[src/rtl/useq_pkg.sv]
// Shared types of the microcoded sequencer: the field encodings of one
// microinstruction, its packed layout and the micro-addresses of the
// entry points that the dispatch table and the control store agree on.
package useq_pkg;

    typedef enum logic [1:0] {
        ALU_ADD  = 2'b00,
        ALU_SUB  = 2'b01,
        ALU_FUNC = 2'b10,
        ALU_OR   = 2'b11
    } alu_f_e;

    typedef enum logic {
        SA_PC = 1'b0,
        SA_RS = 1'b1
    } srca_e;

    typedef enum logic [2:0] {
        SB_NONE  = 3'b000,
        SB_FOUR  = 3'b001,
        SB_RT    = 3'b010,
        SB_XSHL  = 3'b011,
        SB_XSIGN = 3'b100,
        SB_XZERO = 3'b101
    } srcb_e;

    typedef enum logic [1:0] {
        WB_NONE   = 2'b00,
        WB_RD_ALU = 2'b01,
        WB_RT_ALU = 2'b10,
        WB_RT_MEM = 2'b11
    } wb_e;

    typedef enum logic [1:0] {
        MA_NONE   = 2'b00,
        MA_RD_PC  = 2'b01,
        MA_RD_ALU = 2'b10,
        MA_WR_ALU = 2'b11
    } macc_e;

    typedef enum logic [1:0] {
        PW_NONE = 2'b00,
        PW_ALU  = 2'b01,
        PW_COND = 2'b10
    } pcw_e;

    typedef enum logic [1:0] {
        NX_FETCH = 2'b00,
        NX_DISP  = 2'b01,
        NX_STEP  = 2'b10
    } nxt_e;

    // 15-bit encoded microinstruction
    typedef struct packed {
        alu_f_e alu;
        srca_e  srca;
        srcb_e  srcb;
        wb_e    wb;
        macc_e  macc;
        logic   ir_ld;
        pcw_e   pcw;
        nxt_e   nxt;
    } uword_t;

    // entry points and steps of the microprogram
    localparam int UA_FETCH  = 0;
    localparam int UA_DECODE = 1;
    localparam int UA_BEQ    = 3;
    localparam int UA_ALU_EX = 4;
    localparam int UA_ALU_WB = 5;
    localparam int UA_ORI_EX = 6;
    localparam int UA_ORI_WB = 7;
    localparam int UA_LD_AD  = 8;
    localparam int UA_LD_MEM = 9;
    localparam int UA_LD_WB  = 10;
    localparam int UA_ST_AD  = 11;
    localparam int UA_ST_MEM = 12;

    // build one microinstruction from its fields
    function automatic uword_t mk_uword(alu_f_e a, srca_e sa, srcb_e sb, wb_e w,
                                        macc_e m, logic ir, pcw_e p, nxt_e n);
        uword_t u;
        u.alu   = a;
        u.srca  = sa;
        u.srcb  = sb;
        u.wb    = w;
        u.macc  = m;
        u.ir_ld = ir;
        u.pcw   = p;
        u.nxt   = n;
        return u;
    endfunction

endpackage

[src/rtl/useq_dispatch.sv]
// Dispatch table: maps an instruction opcode to the micro-address of the
// first class-specific step. Unlisted opcodes map to the fetch word.
// Assumes OPC_W >= 6 and UPC_W >= 4.
module useq_dispatch
    import useq_pkg::*;
#(
    parameter int OPC_W = 6,
    parameter int UPC_W = 4
) (
    input  logic [OPC_W-1:0] opcode,
    output logic [UPC_W-1:0] target
);

    // opcode-to-entry lookup
    always_comb begin
        case (opcode)
            OPC_W'(6'b000000): target = UPC_W'(UA_ALU_EX);
            OPC_W'(6'b000100): target = UPC_W'(UA_BEQ);
            OPC_W'(6'b001101): target = UPC_W'(UA_ORI_EX);
            OPC_W'(6'b100011): target = UPC_W'(UA_LD_AD);
            OPC_W'(6'b101011): target = UPC_W'(UA_ST_AD);
            default:           target = UPC_W'(UA_FETCH);
        endcase
    end

endmodule

[src/rtl/useq_store.sv]
// Control store: one encoded microinstruction per micro-address.
// Unused addresses hold an idle word that returns to fetch.
module useq_store
    import useq_pkg::*;
#(
    parameter int UPC_W = 4
) (
    input  logic [UPC_W-1:0] addr,
    output uword_t           word
);

    // microprogram contents
    always_comb begin
        case (addr)
            UPC_W'(UA_FETCH):  word = mk_uword(ALU_ADD,  SA_PC, SB_FOUR,  WB_NONE,   MA_RD_PC,  1'b1, PW_ALU,  NX_STEP);
            UPC_W'(UA_DECODE): word = mk_uword(ALU_ADD,  SA_PC, SB_XSHL,  WB_NONE,   MA_NONE,   1'b0, PW_NONE, NX_DISP);
            UPC_W'(UA_BEQ):    word = mk_uword(ALU_SUB,  SA_RS, SB_RT,    WB_NONE,   MA_NONE,   1'b0, PW_COND, NX_FETCH);
            UPC_W'(UA_ALU_EX): word = mk_uword(ALU_FUNC, SA_RS, SB_RT,    WB_NONE,   MA_NONE,   1'b0, PW_NONE, NX_STEP);
            UPC_W'(UA_ALU_WB): word = mk_uword(ALU_FUNC, SA_RS, SB_RT,    WB_RD_ALU, MA_NONE,   1'b0, PW_NONE, NX_FETCH);
            UPC_W'(UA_ORI_EX): word = mk_uword(ALU_OR,   SA_RS, SB_XZERO, WB_NONE,   MA_NONE,   1'b0, PW_NONE, NX_STEP);
            UPC_W'(UA_ORI_WB): word = mk_uword(ALU_OR,   SA_RS, SB_XZERO, WB_RT_ALU, MA_NONE,   1'b0, PW_NONE, NX_FETCH);
            UPC_W'(UA_LD_AD):  word = mk_uword(ALU_ADD,  SA_RS, SB_XSIGN, WB_NONE,   MA_NONE,   1'b0, PW_NONE, NX_STEP);
            UPC_W'(UA_LD_MEM): word = mk_uword(ALU_ADD,  SA_RS, SB_XSIGN, WB_NONE,   MA_RD_ALU, 1'b0, PW_NONE, NX_STEP);
            UPC_W'(UA_LD_WB):  word = mk_uword(ALU_ADD,  SA_RS, SB_XSIGN, WB_RT_MEM, MA_NONE,   1'b0, PW_NONE, NX_FETCH);
            UPC_W'(UA_ST_AD):  word = mk_uword(ALU_ADD,  SA_RS, SB_XSIGN, WB_NONE,   MA_NONE,   1'b0, PW_NONE, NX_STEP);
            UPC_W'(UA_ST_MEM): word = mk_uword(ALU_ADD,  SA_RS, SB_XSIGN, WB_NONE,   MA_WR_ALU, 1'b0, PW_NONE, NX_FETCH);
            default:           word = mk_uword(ALU_ADD,  SA_PC, SB_NONE,  WB_NONE,   MA_NONE,   1'b0, PW_NONE, NX_FETCH);
        endcase
    end

endmodule

[src/rtl/useq_decode.sv]
// Field decoder: expands the narrow fields of a microinstruction into the
// individual datapath control lines and forms the effective PC load from
// the conditional write and the ALU zero flag. Purely combinational.
module useq_decode
    import useq_pkg::*;
(
    input  uword_t     word,
    input  logic       alu_zero,
    output logic [1:0] alu_op,
    output logic       alu_sel_a,
    output logic [1:0] alu_sel_b,
    output logic       ext_op,
    output logic       reg_write,
    output logic       mem_to_reg,
    output logic       reg_dst,
    output logic       mem_read,
    output logic       mem_write,
    output logic       iord,
    output logic       ir_write,
    output logic       pc_write,
    output logic       pc_write_cond,
    output logic       pc_source,
    output logic       pc_en
);

    // ALU function and first operand pass straight through
    always_comb begin
        alu_op    = word.alu;
        alu_sel_a = word.srca;
        ir_write  = word.ir_ld;
    end

    // second operand select and extension mode
    always_comb begin
        alu_sel_b = 2'b00;
        ext_op    = 1'b0;
        case (word.srcb)
            SB_FOUR:  alu_sel_b = 2'b00;
            SB_RT:    alu_sel_b = 2'b01;
            SB_XSHL:  begin alu_sel_b = 2'b10; ext_op = 1'b1; end
            SB_XSIGN: begin alu_sel_b = 2'b11; ext_op = 1'b1; end
            SB_XZERO: begin alu_sel_b = 2'b11; ext_op = 1'b0; end
            default:  begin alu_sel_b = 2'b00; ext_op = 1'b0; end
        endcase
    end

    // register write-back controls
    always_comb begin
        reg_write  = 1'b0;
        mem_to_reg = 1'b0;
        reg_dst    = 1'b0;
        case (word.wb)
            WB_RD_ALU: begin reg_write = 1'b1; reg_dst = 1'b1; end
            WB_RT_ALU: reg_write = 1'b1;
            WB_RT_MEM: begin reg_write = 1'b1; mem_to_reg = 1'b1; end
            default:   reg_write = 1'b0;
        endcase
    end

    // memory access controls
    always_comb begin
        mem_read  = 1'b0;
        mem_write = 1'b0;
        iord      = 1'b0;
        case (word.macc)
            MA_RD_PC:  mem_read = 1'b1;
            MA_RD_ALU: begin mem_read = 1'b1; iord = 1'b1; end
            MA_WR_ALU: begin mem_write = 1'b1; iord = 1'b1; end
            default:   mem_read = 1'b0;
        endcase
    end

    // PC update controls and effective load
    always_comb begin
        pc_write      = 1'b0;
        pc_write_cond = 1'b0;
        pc_source     = 1'b0;
        case (word.pcw)
            PW_ALU:  pc_write = 1'b1;
            PW_COND: begin pc_write_cond = 1'b1; pc_source = 1'b1; end
            default: pc_write = 1'b0;
        endcase
        pc_en = pc_write | (pc_write_cond & alu_zero);
    end

endmodule

[src/rtl/useq_ctrl.sv]
// Microcoded control sequencer (top). Holds the micro-address register,
// chooses the next address from the sequencing field (fetch, dispatch,
// step) and drives the datapath controls from the decoded current word.
// Assumes the opcode is stable during the decode step.
module useq_ctrl
    import useq_pkg::*;
#(
    parameter int OPC_W = 6,
    parameter int UPC_W = 4
) (
    input  logic             clk,
    input  logic             rst_n,
    input  logic [OPC_W-1:0] opcode,
    input  logic             alu_zero,
    output logic [1:0]       alu_op,
    output logic             alu_sel_a,
    output logic [1:0]       alu_sel_b,
    output logic             ext_op,
    output logic             reg_write,
    output logic             mem_to_reg,
    output logic             reg_dst,
    output logic             mem_read,
    output logic             mem_write,
    output logic             iord,
    output logic             ir_write,
    output logic             pc_write,
    output logic             pc_write_cond,
    output logic             pc_source,
    output logic             pc_en
);

    logic [UPC_W-1:0] upc;
    logic [UPC_W-1:0] disp_tgt;
    uword_t           uw;

    useq_dispatch #(.OPC_W(OPC_W), .UPC_W(UPC_W)) u_disp (
        .opcode (opcode),
        .target (disp_tgt)
    );

    useq_store #(.UPC_W(UPC_W)) u_store (
        .addr (upc),
        .word (uw)
    );

    useq_decode u_dec (
        .word          (uw),
        .alu_zero      (alu_zero),
        .alu_op        (alu_op),
        .alu_sel_a     (alu_sel_a),
        .alu_sel_b     (alu_sel_b),
        .ext_op        (ext_op),
        .reg_write     (reg_write),
        .mem_to_reg    (mem_to_reg),
        .reg_dst       (reg_dst),
        .mem_read      (mem_read),
        .mem_write     (mem_write),
        .iord          (iord),
        .ir_write      (ir_write),
        .pc_write      (pc_write),
        .pc_write_cond (pc_write_cond),
        .pc_source     (pc_source),
        .pc_en         (pc_en)
    );

    // micro-address register with next-address selection
    always_ff @(posedge clk) begin
        if (!rst_n) begin
            upc <= '0;
        end else begin
            case (uw.nxt)
                NX_DISP: upc <= disp_tgt;
                NX_STEP: upc <= upc + UPC_W'(1);
                default: upc <= '0;
            endcase
        end
    end

    // reset lands on the fetch word
    assert_reset_fetch_R1: assert property (@(posedge clk)
        !rst_n |=> (ir_write && mem_read && !iord && pc_write));

    // decode only leaves for a listed entry or back to fetch
    assert_dispatch_set_R3: assert property (@(posedge clk) disable iff (!rst_n)
        (upc == UPC_W'(UA_DECODE)) |=>
        (upc inside {UPC_W'(UA_FETCH), UPC_W'(UA_BEQ), UPC_W'(UA_ALU_EX),
                     UPC_W'(UA_ORI_EX), UPC_W'(UA_LD_AD), UPC_W'(UA_ST_AD)}));

    // sequential step advances by one
    assert_step_R4: assert property (@(posedge clk) disable iff (!rst_n)
        (uw.nxt == NX_STEP) |=> (upc == UPC_W'($past(upc) + UPC_W'(1))));

    // an ending word returns to fetch
    assert_end_fetch_R4: assert property (@(posedge clk) disable iff (!rst_n)
        (uw.nxt == NX_FETCH) |=> (upc == '0));

    // memory is never read and written together
    assert_mem_excl_R8: assert property (@(posedge clk) disable iff (!rst_n)
        !(mem_read && mem_write));

    // conditional PC write is blocked without the zero flag
    assert_cond_pc_R9: assert property (@(posedge clk) disable iff (!rst_n)
        (pc_write_cond && !alu_zero && !pc_write) |-> !pc_en);

endmodule

[config.mk]
export PLATFORM = sky130hd
export DESIGN_NAME = useq_ctrl
export DESIGN_NICKNAME = d
export VERILOG_FILES = /design/src/rtl/useq_pkg.sv /design/src/rtl/useq_dispatch.sv /design/src/rtl/useq_store.sv /design/src/rtl/useq_decode.sv /design/src/rtl/useq_ctrl.sv
export SDC_FILE = /design/constraint.sdc
export NUM_CORES = 1
export LEC_CHECK = 0
export BUFFER_PORTS_ARGS = -buffer_cell sky130_fd_sc_hd__buf_4
export CORE_MARGIN = 8
export CORE_UTILIZATION = 47
export CTS_BUF_LIST = sky130_fd_sc_hd__clkbuf_16
export CTS_CLUSTER_SIZE = 12
export DETAILED_ROUTE_END_ITERATION = 7
export PLACE_DENSITY = 0.74
export SETUP_SLACK_MARGIN = 0.02
export SYNTH_ARGS = -nofsm -noshare
export SYNTH_HDL_FRONTEND = slang
export SYNTH_SLANG_ARGS = --single-unit
[constraint.sdc]
create_clock -name clk -period 1.8 [get_ports clk]
set_input_delay 0.27 -clock clk [delete_from_list [all_inputs] [get_ports clk]]
set_output_delay 0.27 -clock clk [all_outputs]
set_load 0.05 [all_outputs]
==> results of run 1 <==
## synthesized netlist by cell type (all sizes together)
library cell	number
a2111oi	2
a211o	1
a211oi	5
a21o	1
a22o	1
a22oi	2
a31o	1
and2	3
and3	3
and3b	1
and4	1
and4b	1
buf	5
clkbuf	3
dfxtp	18
ha	7
inv	7
mux2i	1
nand2	8
nand2b	4
nand3	6
nand3b	1
nand4	1
nor2	14
nor2b	5
nor3	1
nor3b	1
nor4	1
o2111ai	2
o211ai	3
o21ai	2
o31ai	1
o32a	2
o32ai	1
o41ai	2
or2	2
or4	1
xnor2	2
xor2	1
## cell families (layout without fill, tap and decap cells)
family | after synthesis | after routing | share of synthesized area [%]
mux | 1 | 1 | 0.890
xor+xnor | 3 | 3 | 2.34
flops | 18 | 18 | 32.0
simple gates | 54 | 54 | 27.6
fa+ha+maj | 7 | 7 | 7.79
buf+inv | 15 | 52 | 6.45
compound gates | 26 | 26 | 22.9
## power groups by stage
stage	sequential [mW]	clock [mW]	combinational, mW
3_5_place_dp	0.563	0	1.30
5_1_grt	0.573	0.478	1.53
3_3_place_gp	0.559	0	1.27
6_report	0.565	0.453	1.44
4_1_cts	0.557	0.458	1.33
2_1_floorplan	0.600	0	0.910
## worst max-delay path, delay by kind of cell, from the launching register on
| kind | cells | cell delay [ns] |
|---|---|---|
| flops | 1 | 0.33 |
| fa+ha+maj | 1 | 0.16 |
| simple gates | 1 | 0.17 |
| buf+inv | 2 | 0.26 |
| compound gates | 3 | 0.72 |
## worst min-delay path by stage
| stage | end | slack (ns) | cells after the start |
|---|---|---|---|
| global placement | upc[1] | 0.71 | 4 |
| CTS | u_store.word[10] | 0.47 | 4 |
| floorplan | u_store.word[10] | 0.52 | 3 |
| detailed placement | upc[1] | 0.71 | 4 |
| global route | u_store.word[10] | 0.48 | 4 |
| finish | u_store.word[10] | 0.47 | 4 |
## timing repair
item,CTS,global route
endpoints found under the hold margin,0,0
endpoints found under the setup margin,3,12
setup buffers,1,0
resized for setup,3,10
## cell type report
cell class | instances | area (um^2) | share of cell area [%]
clock inverter | 1 | 3.75 | 0.237
tap | 28 | 35.0 | 2.21
sequential | 18 | 362 | 22.8
inverter | 7 | 26.3 | 1.66
timing repair buffer | 41 | 312 | 19.7
multi-input combinational | 91 | 772 | 48.7
clock buffer | 3 | 75.1 | 4.74
## through the flow
| step | hold WS (ns) | TNS (ns) |
|---|---|---|
| 3_3_place_gp | 0.715 | -0.106 |
| 5_1_grt | 0.477 | -0.178 |
| 3_5_place_dp | 0.713 | -0.283 |
| 2_1_floorplan | 0.521 | -0.0363 |
| 4_1_cts | 0.468 | 0 |
| 6_report | 0.469 | 0 |
## routing by layer
metal / GRT usage [%] / up-vias / share of wire, %
met5: 0 / - / 0
li1: - / 525 / -
met1: 15.0 / 502 / 40
met2: 25.7 / 31 / 53
met3: 3.44 / 10 / 4.5
met4: 7.36 / 0 / 2.3
## state kept, by name (all words and copies together) (netlist names)
register      cells
upc               4
u_store.word     14
==> results.md, run 1 <==
- Final HPWL DP: 2220 um
- Placed Area: about 1400 um^2
- Commonest non-fill, non-tap cell in the layout: buf_4
- Syn-to-layout area delta: 40.9%
- PwrDens: ~1500 nW/um^2
- Die area: roughly 4200 um^2
- Max cap viols: 0
- Int Pwr: 1.34 mW
- CTS tree: yes
- Initial antenna violation count: 0
- ANT nets after route: 0
- Clk sinks: 18
- Hold Vio Cnt, Final: 0
- Hold_sp: rst_n
- Slowest stage delay, CP: 0.39 ns
- Number of cell rows: 17
- R2R depth: 7
- Crit path arrival time: 1.90 ns
- Clk slew on worst S/H paths: 0.06 ns
- Data required, critical path: 1.94 ns
- Crit Path Max Fanout: 4
- Fin nets: 178
- Vias per cell: about 5.7
- Crit-path cells: inv_1, ha_1, nand2b_1, a211oi_1, buf_4, a211oi_1, o32a_1
- Total CTS buffers: 3
- Crit share post-route: 97.6%
- Leakage: 0.744 nW
- Worst setup path end: u_store.word[11]
- Total grt overflow: 0
- Gr usage total: 14.3%
- Critical R2R Launch: u_store.word[1]
- Top cells by area, synth: dfxtp_1 (32%), ha_1 (7.8%), nor2_1 (4.3%)
- Wire per inst: 16.8 um
- CP Launch Point: u_store.word[1]
- Port buffer count: 25
- Most frequent cells in the layout: buf_4 (40), dfxtp_1 (17), nor2_1 (13), inv_1 (7)
- Synth cell types: 46
- CP max stage cell: a211oi_1
- Vias: 1068
- Worst-margin pin slew: 0.477 ns
- Reg2Reg Setup Slack: 0.04 ns
- Switching Share: a little under half
- Combinational power share: 58.6%
- DRC: 0
- Tmin final: 1.76 ns
- WS Path Type: register to register
- Syn_nets: 140
- Placed Cells: 184
- Crit end category: register
- Flop pwr share: 23.0%
- Pre-CTS WS: -0.0718 ns
- Most used cell, CP: a211oi_1
- Die H: between 60 and 70 um
- Outcome: finished, final reports clean
- DRT iter0 DRCs: 31
- Syn Inst Count: ~120
- Fillers: 167
- Sw Pwr: 1.12 mW
- Pin count of the biggest net entering global routing: 11
- End of the worst register-to-register path: u_store.word[11]
- VDD IR max: 1.20 mV
- Core Box Area: approximately 2200 um^2
- Slew Limit Fails: 0
- Clock power frac: 18.4%
- Worst Hold Class: input pin to register
- PnR worst setup slack: approximately 0.043 ns
- Post-synthesis sequential area ratio: 32.0%
- Fin util: 71.0%
- Startpoint class of the critical path: register
- Final WL: 3180 um
- Post-synth top area share: 32.0%
- Leading area contributor after synthesis: dfxtp_1
- Clk_lat worst skew: 0.25 ns
- Fmax: between 0.5 and 0.6 GHz
- Fin area: 1590 um^2
- Clk buf depth: 2
- Clk_skew: 0.00591 ns
- Final std cells w/o fill: 189
- Synth Warn #: 0
- Hold buffers post-CTS: 0
- Vias in the first global route: approximately 1000
- Die Width: 64.9 um
- Share of post-route cells with drive strength above 1: between 40 and 50%
- ANT cells: 0
- Post-synth design cell area: roughly 1100 um^2
- First-pass GRT wire length: ~4800 um
- Power, Total: 2.46 mW
- Seq cells post-synth: 18
- Root buf cell: clkbuf_16
- TritonRoute pass-1 iters: 4
- Io pins: 26
- Htree depth: 1
- Slew HR: just under 70%
- Final Wtd Congestion: 0.851
- RSZ-0062 raised after global routing: yes
- Avg Cell Area, Syn: a little over 9 um^2
- Final-report setup violation count: 0
- Initial Util: about 50%
Note: power is estimated with default switching activity, not from simulation.
==> inputs of run 2 (changes only) <==
CAP_MARGIN = 10   (was default)
CORE_UTILIZATION = 41   (was 47)
PLACE_DENSITY = 0.71   (was 0.74)
SLEW_MARGIN = 15   (was default)
SYNTH_HIERARCHICAL = 1   (was default)
==> run 2 against run 1 <==
  * The run now ends with setup timing left
  * Register-to-register slack worse by 0.05 ns
  * Combinational power is 7% lower
  * Via count decreased by 12%
==> results.md, run 2 <==
- PwrDens: around 1200 nW/um^2
- Combinational power share: 73.4%
- Pin count of the biggest net entering global routing: 11
- Combinational family with the most area after synthesis: simple AND/OR/NAND/NOR gates
- Fillers: 70
- Most frequent cells in the layout: buf_4 (33), buf_6 (17), nor2_1 (8), buf_8 (6)
- Final WL: 3300 um
- Die Width: 57.8 um
- Final HPWL DP: 1710 um
- Gr usage total: between 10% and 20%
- Fin nets: 161
- Initial Util: 42.4%
- Simple-Gate Fraction of Synth Area: 42.3%
- TritonRoute pass-1 iters: 4
- Clock power frac: 19.3%
- Leading area contributor after synthesis: ha_1
- Crit path arrival time: 1.73 ns
- Flop pwr share: under 10%
- Startpoint class of the critical path: register
- Post-Synth XOR/XNOR Area: under 10%
- Switching Share: 45.3%
- RSZ-0062 raised after global routing: yes
- First-pass GRT wire length: 4280 um
- Count leader, synth: nor2_1
- Synth cell types: 41
- Crit Path Max Fanout: 8
- Top cells by area, synth: ha_1 (12%), dfxtp_1 (11%), buf_4 (7.3%)
- DRT met1 WL: 1170 um
- Final Wtd Congestion: 0.732
- Leakage: just under 0.7 nW
- Die area: 3340 um^2
- Synth cell count leaders: nor2_1 (10), buf_4 (7), ha_1 (7)
- Hold buffers post-CTS: 0
- Crit share post-route: 111%
- Total CTS buffers: 3
- Synth Warn #: 6
- Htree depth: 1
- Synth Area in Compound Gates: approximately 18%
- Outcome: finished, violations left
- Root buf cell: clkbuf_16
- Syn Inst Count: 93
- WL met2: 1810 um
- Detail Route met3 WL: 158 um
- Clk sinks: 4
- Mux contribution to synthesized area: 0%
- Clk buf depth: 2
- Data required, critical path: approximately 1.5 ns
- Clk_lat worst skew: 0.23 ns
- ANT cells: 0
- CTS tree: yes
- Syn-to-layout area delta: 110%
- Vias in the first global route: 920
- Post-synthesis sequential area ratio: 11.2%
- Fmax: 0.501 GHz
- Post-synth EDFFs: 0
- Int Pwr: 1.00 mW
- Syn_nets: between 100 and 150
- Initial antenna violation count: 0
- Avg Cell Area, Syn: 7.70 um^2
- Clk slew on worst S/H paths: 0.03 ns
- WS Path Type: register to output port
- Core Box Area: 1690 um^2
- Synth Flop Type: dfxtp_1
- Number of cell rows: 15
- DRT iter0 DRCs: 41
- Async SR Flop Fraction: 0%
- Top sig layer: met4
- Post-synth top area share: around 12%
- DRC: 0
- Slew Limit Fails: 0
- Sw Pwr: a little over 0.8 mW
- Final-report setup violation count: 11
- Hold Path Depth: 4
- Share of post-route cells with drive strength above 1: 70.6%
- Power, Total: 1.83 mW
- Hold_sp: opcode[4]
- Top flop regs: upc (4)
- Post-synth design cell area: 716 um^2
- Largest reg by FF count: upc
- Total grt overflow: 0
- PnR worst setup slack: -0.197 ns
- Slew HR: 78.6%
- VDD IR max: 1.28 mV
- Seq cells post-synth: 4
- Hold Vio Cnt, Final: 0
- Vias per cell: 5.86
- Worst Hold Class: input pin to register
- Adder-cell area share of the yosys netlist: between 10 and 15%
- Max cap viols: 0
- Io pins: 26
- Clk_skew: between 0.003 and 0.004 ns
- ANT nets after route: 0
- Max reg flops: 4
- Commonest non-fill, non-tap cell in the layout: buf_4
- R2R depth: 11
- Die H: 57.8 um
- Wire per inst: between 20 and 25 um
- Crit end category: output port
- Critical R2R Launch: upc[0]
- Final std cells w/o fill: 160
- Worst-margin pin slew: 0.320 ns
- Placed Cells: ~150
- Vias: 937
- Failing checks: setup timing
- CP Launch Point: upc[1]
- Tmin final: 2.00 ns
- Port buffer count: 25
## run 2: cell types whose count changed after synthesis, moves of 3 or more
| cell | before | now |
|---|---|---|
| buf_4 | 4 | 7 |
| clkbuf_1 | 3 | 0 |
| nor2_1 | 13 | 10 |
| and3_1 | 3 | 0 |
| nand2_1 | 7 | 3 |
| a211oi_1 | 4 | 1 |
| dfxtp_1 | 18 | 4 |
| a21oi_1 | 0 | 3 |
## run 2: power groups by stage
stage / Combinational, mW / Sequential, mW / Clock (mW)
finish: 1.34 / 0.134 / 0.353
global placement: 0.996 / 0.123 / 0
floorplan: 0.699 / 0.130 / 0
global route: 1.41 / 0.134 / 0.361
detailed placement: 1.02 / 0.124 / 0
CTS: 1.20 / 0.125 / 0.350
## run 2: worst paths after layout
check,endpoint,slack [ns]
worst min register to register,upc[0],0.75
worst max register to register,upc[3],-0.01
worst max-delay path,reg_write,-0.20
worst min-delay path,upc[0],0.36
## run 2: area by class of cell
| class | count | area [um^2] | share of cell area [%] |
|---|---|---|---|
| clock buffer | 3 | 75.1 | 4.99 |
| inverter | 6 | 26.3 | 1.75 |
| multi-input combinational | 74 | 759 | 50.5 |
| sequential | 4 | 92.6 | 6.16 |
| tap | 17 | 21.3 | 1.41 |
| timing repair buffer | 56 | 529 | 35.2 |
## run 2: timing repair
| action | in CTS | in global routing |
|---|---|---|
| setup buffers | 6 | 3 |
| pin swaps | 13 | 9 |
| endpoints found under the setup margin | 14 | 18 |
| resized for setup | 32 | 28 |
| cloned | 0 | 0 |
## run 2: cells by family (layout without fill, tap and decap cells)
logic type	Yosys count	count (layout)
xor gates and xnor gates	3	3
buffers and inverters	15	65
and+or+nand+nor	49	49
adders and majority gates	7	7
AOI/OAI and AO/OA	15	15
DFF	4	4
## run 2: per-layer routing
layer,track usage [%],vias up
li1,-,424
met1,16.1,447
met2,31.0,52
met3,3.31,14
met4,6.29,0
met5,0,-
## run 2: stage by stage
step                      setup slack, ns  hold slack, ns  setup TNS [ns]  utilization [%]  area (um^2)
after floorplan                    -0.355           0.420           -1.08                -          802
after global placement            -0.0526           0.573          -0.126             65.6         1110
after detailed placement          -0.0849           0.581          -0.243             65.6         1110
after CTS                          -0.182           0.344          -0.698             80.9         1370
after global routing               -0.225           0.377           -1.73             89.0         1500
final                              -0.197           0.362           -1.29             89.0         1500
## run 2: worst max-delay path: stages, from the launching register on
cell	delay [ns]
dfxtp_2	0.37
buf_6	0.18
and4bb_1	0.23
a31o_1	0.24
or2_2	0.31
buf_6	0.16
